### config.mk
export PLATFORM = sky130hd
export DESIGN_NAME = desc_cmd_engine
export DESIGN_NICKNAME = d
export VERILOG_FILES = /design/src/rtl/desc_pkg.sv /design/src/rtl/dde_cond.sv /design/src/rtl/dde_decode.sv /design/src/rtl/desc_cmd_engine.sv
export SDC_FILE = /design/constraint.sdc
export NUM_CORES = 1
export LEC_CHECK = 0
export ABC_CLOCK_PERIOD_IN_PS = 3350
export BUFFER_PORTS_ARGS = -buffer_cell sky130_fd_sc_hd__clkbuf_2
export CORE_AREA = 2 2 144 146
export DETAILED_ROUTE_END_ITERATION = 10
export DIE_AREA = 0 0 146 148
export PLACE_DENSITY_LB_ADDON = 0.08
export SLEW_MARGIN = 20
export SYNTH_ARGS = -nofsm -noshare
export SYNTH_HDL_FRONTEND = slang
export SYNTH_HIERARCHICAL = 1
export SYNTH_SLANG_ARGS = --single-unit
### constraint.sdc
create_clock -name clk -period 3.35 [get_ports clk]
set_input_delay 0.335 -clock clk [delete_from_list [all_inputs] [get_ports clk]]
set_output_delay 0.335 -clock clk [all_outputs]
set_load 0.05 [all_outputs]
### src/rtl/desc_pkg.sv
package desc_pkg;

    localparam int DESC_BYTES   = 16;
    localparam int FETCH_WORDS  = 3;
    localparam int KEY_STRM_MAX = 3;
    localparam int KEY_REG_MIN  = 5;

    localparam int SB_RUN    = 15;
    localparam int SB_DEAD   = 11;
    localparam int SB_ACTIVE = 10;
    localparam int SB_BT     = 8;

    typedef enum logic [1:0] {
        CC_NEVER  = 2'd0,
        CC_IFSET  = 2'd1,
        CC_IFCLR  = 2'd2,
        CC_ALWAYS = 2'd3
    } cc_e;

    typedef struct packed {
        logic [3:0] op;
        logic [2:0] key;
        cc_e        ic;
        cc_e        bc;
        cc_e        wc;
    } cmd_t;

    typedef enum logic [2:0] {
        ACT_XFER, ACT_REG, ACT_NOP, ACT_HALT, ACT_KILL
    } act_e;

    typedef struct packed {
        act_e act;
        logic out;
        logic last;
        logic load;
    } dec_t;

    typedef enum logic [2:0] {
        S_IDLE, S_FETCH, S_DECODE, S_XFER, S_REG, S_LDWB, S_COND, S_WB
    } st_e;

    function automatic logic cc_apply(cc_e code, logic c);
        case (code)
            CC_NEVER:  return 1'b0;
            CC_IFSET:  return c;
            CC_IFCLR:  return !c;
            default:   return 1'b1;
        endcase
    endfunction

endpackage

### src/rtl/dde_cond.sv
module dde_cond
    import desc_pkg::*;
#(
    parameter int STAT_W = 8
) (
    input  logic [2*STAT_W-1:0] sel_i,
    input  logic [STAT_W-1:0]   stat_i,
    input  cc_e                 code_i,
    output logic                fire_o
);
    logic [STAT_W-1:0] mask;
    logic [STAT_W-1:0] match;
    logic              cbit;

    assign mask   = sel_i[2*STAT_W-1:STAT_W];
    assign match  = sel_i[STAT_W-1:0];
    assign cbit   = ((stat_i & mask) == (match & mask));
    assign fire_o = cc_apply(code_i, cbit);
endmodule

### src/rtl/dde_decode.sv
module dde_decode
    import desc_pkg::*;
(
    input  cmd_t        cmd_i,
    input  logic [31:0] addr_i,
    output dec_t        dec_o
);
    always_comb begin
        dec_o.act  = ACT_HALT;
        dec_o.out  = 1'b0;
        dec_o.last = cmd_i.op[0];
        dec_o.load = cmd_i.op[0];
        case (cmd_i.op)
            4'd0, 4'd1: begin
                dec_o.act = ACT_XFER;
                dec_o.out = 1'b1;
            end
            4'd2, 4'd3: begin
                if (addr_i == 32'd0 || 32'(cmd_i.key) > KEY_STRM_MAX)
                    dec_o.act = ACT_KILL;
                else
                    dec_o.act = ACT_XFER;
            end
            4'd4, 4'd5: begin
                if (32'(cmd_i.key) < KEY_REG_MIN)
                    dec_o.act = ACT_KILL;
                else
                    dec_o.act = ACT_REG;
            end
            4'd6:    dec_o.act = ACT_NOP;
            default: dec_o.act = ACT_HALT;
        endcase
    end
endmodule

### src/rtl/desc_cmd_engine.sv
module desc_cmd_engine
    import desc_pkg::*;
#(
    parameter int STAT_W = 8
) (
    input  logic                clk,
    input  logic                rst,
    input  logic                run_i,
    input  logic                start_i,
    input  logic                ptr_we_i,
    input  logic [31:0]         ptr_wdata_i,
    input  logic [2*STAT_W-1:0] intr_sel_i,
    input  logic [2*STAT_W-1:0] br_sel_i,
    input  logic [2*STAT_W-1:0] wait_sel_i,
    input  logic [STAT_W-1:0]   dev_stat_i,
    input  logic                irq_ack_i,
    output logic                active_o,
    output logic                dead_o,
    output logic                irq_o,
    output logic [31:0]         cmd_ptr_o,
    output logic                mem_req_o,
    output logic                mem_we_o,
    output logic [31:0]         mem_addr_o,
    output logic [31:0]         mem_wdata_o,
    input  logic [31:0]         mem_rdata_i,
    input  logic                mem_ack_i,
    output logic                xfer_req_o,
    output logic                xfer_out_o,
    output logic                xfer_last_o,
    output logic [2:0]          xfer_key_o,
    output logic [31:0]         xfer_addr_o,
    output logic [15:0]         xfer_len_o,
    input  logic                xfer_done_i,
    input  logic [15:0]         xfer_resid_i
);
    localparam int NCOND = 3;

    st_e         state;
    logic [1:0]  fidx;
    logic [31:0] ptr, phy_q, dep_q;
    logic [15:0] len_q, resid_q;
    cmd_t        cmd_q;
    logic        active_q, dead_q, irq_q;
    dec_t        dec;
    logic [NCOND-1:0]               fire;
    logic [NCOND-1:0][2*STAT_W-1:0] sels;
    cc_e         codes [NCOND];
    logic [15:0] status_w;

    dde_decode u_dec (.cmd_i(cmd_q), .addr_i(phy_q), .dec_o(dec));

    assign sels[0]  = intr_sel_i;
    assign sels[1]  = br_sel_i;
    assign sels[2]  = wait_sel_i;
    assign codes[0] = cmd_q.ic;
    assign codes[1] = cmd_q.bc;
    assign codes[2] = cmd_q.wc;

    for (genvar gi = 0; gi < NCOND; gi++) begin : g_cond
        dde_cond #(.STAT_W(STAT_W)) u_cond (
            .sel_i (sels[gi]),
            .stat_i(dev_stat_i),
            .code_i(codes[gi]),
            .fire_o(fire[gi])
        );
    end

    always_comb begin
        status_w            = '0;
        status_w[SB_RUN]    = run_i;
        status_w[SB_DEAD]   = dead_q;
        status_w[SB_ACTIVE] = active_q;
        status_w[SB_BT]     = fire[1];
        status_w[STAT_W-1:0] = dev_stat_i;
    end

    always_comb begin
        mem_req_o   = 1'b0;
        mem_we_o    = 1'b0;
        mem_addr_o  = ptr;
        mem_wdata_o = dep_q;
        case (state)
            S_FETCH: begin
                mem_req_o  = 1'b1;
                mem_addr_o = ptr + {28'd0, fidx, 2'b00};
            end
            S_REG: begin
                mem_req_o  = 1'b1;
                mem_we_o   = !dec.load;
                mem_addr_o = phy_q;
            end
            S_LDWB: begin
                mem_req_o  = 1'b1;
                mem_we_o   = 1'b1;
                mem_addr_o = ptr + 32'd8;
            end
            S_WB: begin
                mem_req_o   = 1'b1;
                mem_we_o    = 1'b1;
                mem_addr_o  = ptr + 32'd12;
                mem_wdata_o = {status_w, resid_q};
            end
            default: ;
        endcase
    end

    assign xfer_req_o  = (state == S_XFER);
    assign xfer_out_o  = dec.out;
    assign xfer_last_o = dec.last;
    assign xfer_key_o  = cmd_q.key;
    assign xfer_addr_o = phy_q;
    assign xfer_len_o  = len_q;

    assign active_o  = active_q;
    assign dead_o    = dead_q;
    assign irq_o     = irq_q;
    assign cmd_ptr_o = ptr;

    always_ff @(posedge clk) begin
        if (rst) begin
            state    <= S_IDLE;
            fidx     <= '0;
            ptr      <= '0;
            phy_q    <= '0;
            dep_q    <= '0;
            len_q    <= '0;
            resid_q  <= '0;
            cmd_q    <= '0;
            active_q <= 1'b0;
            dead_q   <= 1'b0;
            irq_q    <= 1'b0;
        end else begin
            if (irq_ack_i) irq_q <= 1'b0;
            if (start_i) begin
                active_q <= 1'b1;
                dead_q   <= 1'b0;
            end
            if (ptr_we_i && !active_q) ptr <= ptr_wdata_i;
            case (state)
                S_IDLE: begin
                    fidx <= '0;
                    if (run_i && active_q && !dead_q) state <= S_FETCH;
                end
                S_FETCH: if (mem_ack_i) begin
                    case (fidx)
                        2'd0: begin
                            len_q <= mem_rdata_i[15:0];
                            cmd_q <= '{op:  mem_rdata_i[31:28],
                                       key: mem_rdata_i[26:24],
                                       ic:  cc_e'(mem_rdata_i[21:20]),
                                       bc:  cc_e'(mem_rdata_i[19:18]),
                                       wc:  cc_e'(mem_rdata_i[17:16])};
                        end
                        2'd1:    phy_q <= mem_rdata_i;
                        default: dep_q <= mem_rdata_i;
                    endcase
                    fidx <= fidx + 2'd1;
                    if (32'(fidx) == FETCH_WORDS - 1) state <= S_DECODE;
                end
                S_DECODE: begin
                    resid_q <= '0;
                    case (dec.act)
                        ACT_XFER: state <= S_XFER;
                        ACT_REG:  state <= S_REG;
                        ACT_NOP:  state <= S_COND;
                        ACT_KILL: begin
                            active_q <= 1'b0;
                            dead_q   <= 1'b1;
                            irq_q    <= 1'b1;
                            state    <= S_IDLE;
                        end
                        default: begin
                            active_q <= 1'b0;
                            state    <= S_IDLE;
                        end
                    endcase
                end
                S_XFER: if (xfer_done_i) begin
                    resid_q <= xfer_resid_i;
                    state   <= S_COND;
                end
                S_REG: if (mem_ack_i) begin
                    if (dec.load) begin
                        dep_q <= mem_rdata_i;
                        state <= S_LDWB;
                    end else begin
                        state <= S_COND;
                    end
                end
                S_LDWB: if (mem_ack_i) state <= S_COND;
                S_COND: if (!fire[2]) state <= S_WB;
                S_WB: if (mem_ack_i) begin
                    if (fire[0]) irq_q <= 1'b1;
                    ptr   <= fire[1] ? dep_q : ptr + 32'(DESC_BYTES);
                    state <= S_IDLE;
                end
                default: state <= S_IDLE;
            endcase
        end
    end
endmodule

; ---- Word-level counts from Yosys, hierarchy flattened
; Index checks and enable logic that the tools add are counted.
; W data, S select, Z words.
[word_totals]
regBits = 149
latch_bits = 0
mem_bits_rw = 0
rom_bits = 0
in_bits = 144
out_inout_bits = 155
wordCells = 145
n_memories = 0
[classes]
add_sub_neg = 5
multipliers = 0
div_mod_pow = 0
n_lt_le_gt_ge = 2
eq_ne = 37
shifts = 0
n_mux = 46
bitwise_logic = 6
n_reduce_logical = 34
[op_table]
columns = cell, count
row1 = $mux W32, 9
row2 = $pmux W32 S4, 1
row3 = $add A32 B4 Y32 const B, 2
row4 = $pmux W32 S2, 1
row5 = $and A8 B8 Y8, 6
row6 = $add A32 B4 Y32, 1
row7 = $add A32 B5 Y32 const B, 1
row8 = $logic_not A32 Y1, 1
row9 = $pmux W16 S2, 1
row10 = $mux W3, 10
row11 = $eq A8 B8 Y1, 3
row12 = $pmux W3 S8, 1
row13 = $ne A2 B2 Y1 const B, 9
row14 = $mux W16, 1
row15 = $eq A3 B3 Y1 const B, 5
row16 = $eq A4 B3 Y1 const B, 3
row17 = $mux W1, 12
row18 = $pmux W3 S4, 1
row19 = $reduce_or A2 Y1, 5
row20 = $eq A3 B2 Y1 const B, 3
row21 = $pmux W1 S3, 3
row22 = $pmux W3 S3, 1
row23 = $eq A2 B1 Y1 const B, 4
row24 = $eq A2 B2 Y1 const B, 4
row25 = 23 further kinds, 42

; ---- Depth between registers and ports, before layout
[depth]
word_depth = 8
mapped_depth = 16
depth_no_buf = 11

; ---- By module
; Netlist, hierarchy kept.
[modules_own_cells]
columns = module, instances, cells_per_inst, area_per_inst_um2, seq_area_each_um2
row1 = desc_cmd_engine, 1, 1253, 8813.5, 2982.9
row2 = dde_cond, 3, 14, 117.6, 0.0
row3 = dde_decode, 1, 24, 163.9, 0.0

; ---- Least setup slack after synthesis
; No wires, ideal clock.
[synth_timing]
path_kind = register to output
start = register state[1]
end = output mem_addr_o[18]
t_arrival_ns = 4.654
required_ns = 3.015
path_slack_ns = -1.639
path_stages_with_launch = 15
n_path_buf = 5
cell_sequence = dfxtp_1 buf_4 buf_2 buf_1 nand3_1 clkbuf_1 nand2_1 ha_1 inv_1 fa_1 clkbuf_1 or3_1 a21oi_2 nand2_1 o311ai_0
[synth_via]
elab_chain_len = 2
elab_cells_between_ends = 5
cone_classes = 4 x eq/ne / 1 x mux
[synth_rtl]
columns = element, line
row1 = "start, declared", desc_cmd_engine.sv:38  ; st_e state;
row2 = "start signal, assigned", desc_cmd_engine.sv:121  ; state <= S_IDLE;
row3 = "start signal, assigned", desc_cmd_engine.sv:142  ; if (run_i && active_q && !dead_q) state <= S_FETCH;
row4 = "start signal, assigned", desc_cmd_engine.sv:158  ; if (32'(fidx) == FETCH_WORDS - 1) state <= S_DECODE;
row5 = $eq A3 B3 Y1 / $eq A3 B1 Y1 (equally long branches), desc_cmd_engine.sv:82  ; case (state)
row6 = $pmux W32 S4 *, desc_cmd_engine.sv:82
row7 = "end, declared", desc_cmd_engine.sv:23  ; output logic [31:0] mem_addr_o,
; Every way passes the cells marked *; elsewhere a longest branch is shown, timed or not.

; ---- Final worst setup path
[layout_timing]
start = register fidx[0]
end = output mem_addr_o[22]
[layout_via]
elab_chain_len = 2
[layout_rtl]
columns = element, line
row1 = "start, declared", desc_cmd_engine.sv:39  ; logic [1:0] fidx;
row2 = "start signal, assigned", desc_cmd_engine.sv:157  ; fidx <= fidx + 2'd1;
row3 = $add A32 B4 Y32, desc_cmd_engine.sv:85  ; mem_addr_o = ptr + {28'd0, fidx, 2'b00};
row4 = $pmux W32 S4, desc_cmd_engine.sv:82
; No other way between the ends.

==> summary.txt <==
Run status
  – Outcome: finished, final reports clean

Detailed routing
  – DRT Pass-1 Iters: 6
  – Vias per cell: around 5.9
  – Initial DRC count: 982
  – Post-Route WL: around 39 mm
  – Final ANT Viol Nets: 0
  – Via count: approximately 11000
  – Detailed-route wire length per cell: around 21 µm
  – Residual DRC: 0

STA
  – Rel. slew slack: 0.359
  – Fin crit period: 3.23 ns
  – Max Fclk: roughly 310 MHz
  – Count of final setup violators: 0
  – Final Hold Viols: 0
  – Tcrit/Tclk final: 0.964
  – Unrepaired setup endpoints after global routing: no
  – Hold slack: between 0.1 and 0.15 ns
  – Measured slew at the worst slew-check pin: between 0.9 and 1 ns
  – Worst Skew: about 0.0087 ns
  – Pins over their slew limit: 0

Worst setup path
  – Worst Path Max Fanout: 4
  – R2r endpoint: dep_q[5]
  – Crit path required time: 3.01 ns
  – Critical Path AT: ~2.9 ns
  – CP endpoint kind: output pin
  – Depth of the worst register-to-register path: 7
  – Worst R2R Start: state[0]
  – Critical path class: reg -> out
  – Flop-to-flop setup slack: ~0.72 ns
  – Critical Path Source Type: flop

Final layout
  – Share of cells above drive strength 1: 0.282
  – Most used cells in the layout excluding fill and tap cells: nand2_1, clkbuf_2, dfxtp_1
  – Most common cell after layout, fill and taps aside: nand2_1
  – Syn-to-layout area delta: 29.4%
  – Ant diodes: 0
  – Final Net Count: 1726
  – Post-Route Utilization: 0.602
  – Final Cell Area: around 12000 µm²
  – Post-Layout Cell Count: ~1900

GRT
  – Global-route wire length before repair: around 58 mm
  – Largest net degree at the start of global routing: roughly 100
  – Vias in the first global route: ~10000
  – Total grt overflow: 0
  – GRT Util Overall: 0.351
  – Initial antenna violation count: 0

Clock tree
  – CTS Buffer Depth: 2
  – TritonCTS clock tree: built
  – # clock sinks: about 150
  – Clock transition at path regs: around 0.07 ns
  – Root Buffer Master: clkbuf_16
  – Worst-Skew Late Latency: roughly 0.43 ns
  – H-tree Lvls: 4
  – CTS buffer count: 17

Logic synthesis
  – Post-Syn Nets: 1471
  – Mean Syn Cell Area: between 7 and 8 µm²
  – FFs w/ async S/R, synth: 0
  – Synth Register Bits: around 150
  – Syn. warnings: 6
  – Synth unique cells: between 80 and 90
  – Post-synthesis sequential area ratio: 0.320
  – Synthesized instance count: approximately 1300
  – Post-Syn Area: about 9300 µm²
  – Number of synthesized flops with an enable pin: 0
  – Ys flop type: dfxtp_1

Power and ir drop
  – Total power: 5730 µW
  – Maximum vdd drop: around 0.42 mV
  – Pleak: between 0.005 and 0.006 µW
  – PD cells: roughly 470 nW/µm²

Place
  – DPL Wire Length: between 20 and 30 mm
  – Port bufs: 298
  – Placed instance count: around 1800
  – Final Wtd Congestion: around 1
  – Post-Place Cell Area: about 11000 µm²

Die
  – # rows: between 50 and 60
  – Die Ht: roughly 150 µm
  – Initial Utilization: 0.466
  – Core box area: 20000 µm²
  – Die area: approximately 22000 µm²
  – Die X: approximately 150 µm
  – Top-Level Pins: roughly 300

Worst hold path
  – Hold Path Depth: 3
  – HP Class: in -> reg
  – Worst Hold Path EP: resid_q[4]
  – Worst Hold Launch: xfer_resid_i[4]

Flow run
  – Max Cap Viol: 0
metal layers:
metal  wire, µm  up-vias  global-route usage  share of wire
met4       1150        0               0.115          0.030
met5          0        -                   0              0
li1           -     5098                   -              -
met3       3450       80              0.0769          0.089
met1      16400     5149               0.481           0.42
met2      17800      540               0.549           0.46
synthesized netlist by cell type, types with 3 or more instances:
cell type	number	area, µm²
a31oi_1	7	43.8
buf_2	33	165
mux2i_1	8	80.1
o21a_1	7	52.6
nand3_1	23	115
o311ai_0	6	52.6
buf_4	13	97.6
a221oi_1	3	26.3
a211oi_1	15	113
mux2_1	3	33.8
inv_1	15	56.3
a22oi_1	32	240
a311o_1	10	100
nor2_1	77	289
nor3b_1	17	128
a21oi_1	140	701
a311oi_1	10	87.6
a32oi_1	3	26.3
xnor2_1	19	166
buf_1	7	26.3
o21ai_1	3	15.0
and3_1	15	93.8
nor4_1	15	93.8
a21o_1	4	30.0
clkbuf_1	63	236
xor2_1	38	333
o211ai_1	6	45.0
a31o_2	3	26.3
nand2_1	391	1470
nor2b_1	6	37.5
nand4_1	19	119
nand3_2	3	30.0
and4_1	5	43.8
a221o_1	5	50.1
nor3_1	23	115
dfxtp_1	149	2980
o21ai_0	31	155
ha_1	7	87.6
a22o_1	3	26.3
nand2b_1	10	62.6
nand4b_1	3	26.3
or3_1	5	31.3
o31ai_1	3	22.5
and2_1	10	62.6
critical path: stages (launching register included):
cell,delay (ns)
dfxtp_2,0.35
inv_1,0.09
nand2_4,0.09
ha_4,0.13
inv_2,0.04
fa_2,0.36
or3_4,0.38
a21oi_2,0.19
inv_2,0.09
or4_4,0.50
nand3_4,0.09
buf_12,0.14
power breakdown:
part	internal (µW)	total (µW)	switching [µW]
registers	1860	1980	118
clock network	1090	1970	882
logic	545	1780	1230
sequential cells by signal, indices dropped and copies added (netlist names):
name,flops
xfer_key_o,3
dep_q,32
resid_q,16
irq_o,1
xfer_len_o,16
fidx,2
cmd_ptr_o,32
xfer_addr_o,32
state,3
active_o,1
dead_o,1
cmd_q,10
kinds of logic (layout without fill, tap and decap cells):
logic type	count (synthesis)	in the layout	share of synthesized area
flops	149	149	0.320
buf+inv	134	402	0.0644
fa+ha+maj	10	10	0.0137
compound gates	313	313	0.216
mux	12	12	0.0134
simple gates	644	644	0.319
xor+xnor	57	57	0.0535
per-stage QoR:
stage,TNS [ns],setup slack [ns]
after CTS,0,0.000452
after floorplan,-0.432,-0.104
after detailed placement,0,0.361
after global placement,0,0.427
after global routing,0,0.0152
final,0,0.121
final cells by class:
cell class	instances	area, µm²
clock buffer	19	453
clock inverter	13	140
fill	1987	7970
inverter	17	63.8
multi-input combinational	1036	5910
sequential	149	2990
tap	270	338
timing repair buffer	353	2170
worst max path at each step:
| stage | to | slack, ns | from | cells after the start |
|---|---|---|---|---|
| after global routing | mem_addr_o[22] | 0.02 | state[0] | 11 |
| after floorplan | mem_addr_o[14] | -0.10 | state[1] | 14 |
| after global placement | mem_addr_o[26] | 0.43 | cmd_ptr_o[4] | 8 |
| after CTS | mem_addr_o[22] | 0.0005 | fidx[0] | 13 |
| final | mem_addr_o[22] | 0.12 | fidx[0] | 11 |
| after detailed placement | mem_addr_o[26] | 0.36 | cmd_ptr_o[4] | 8 |
timing repair:
item,CTS,global route
gates resized for setup,5,26
pin swaps,0,5
hold buffers,0,0
buffers inserted,0,3
setup endpoints to repair,5,18
gates cloned,0,0
No activity file was read; power rests on OpenSTA's default activity.
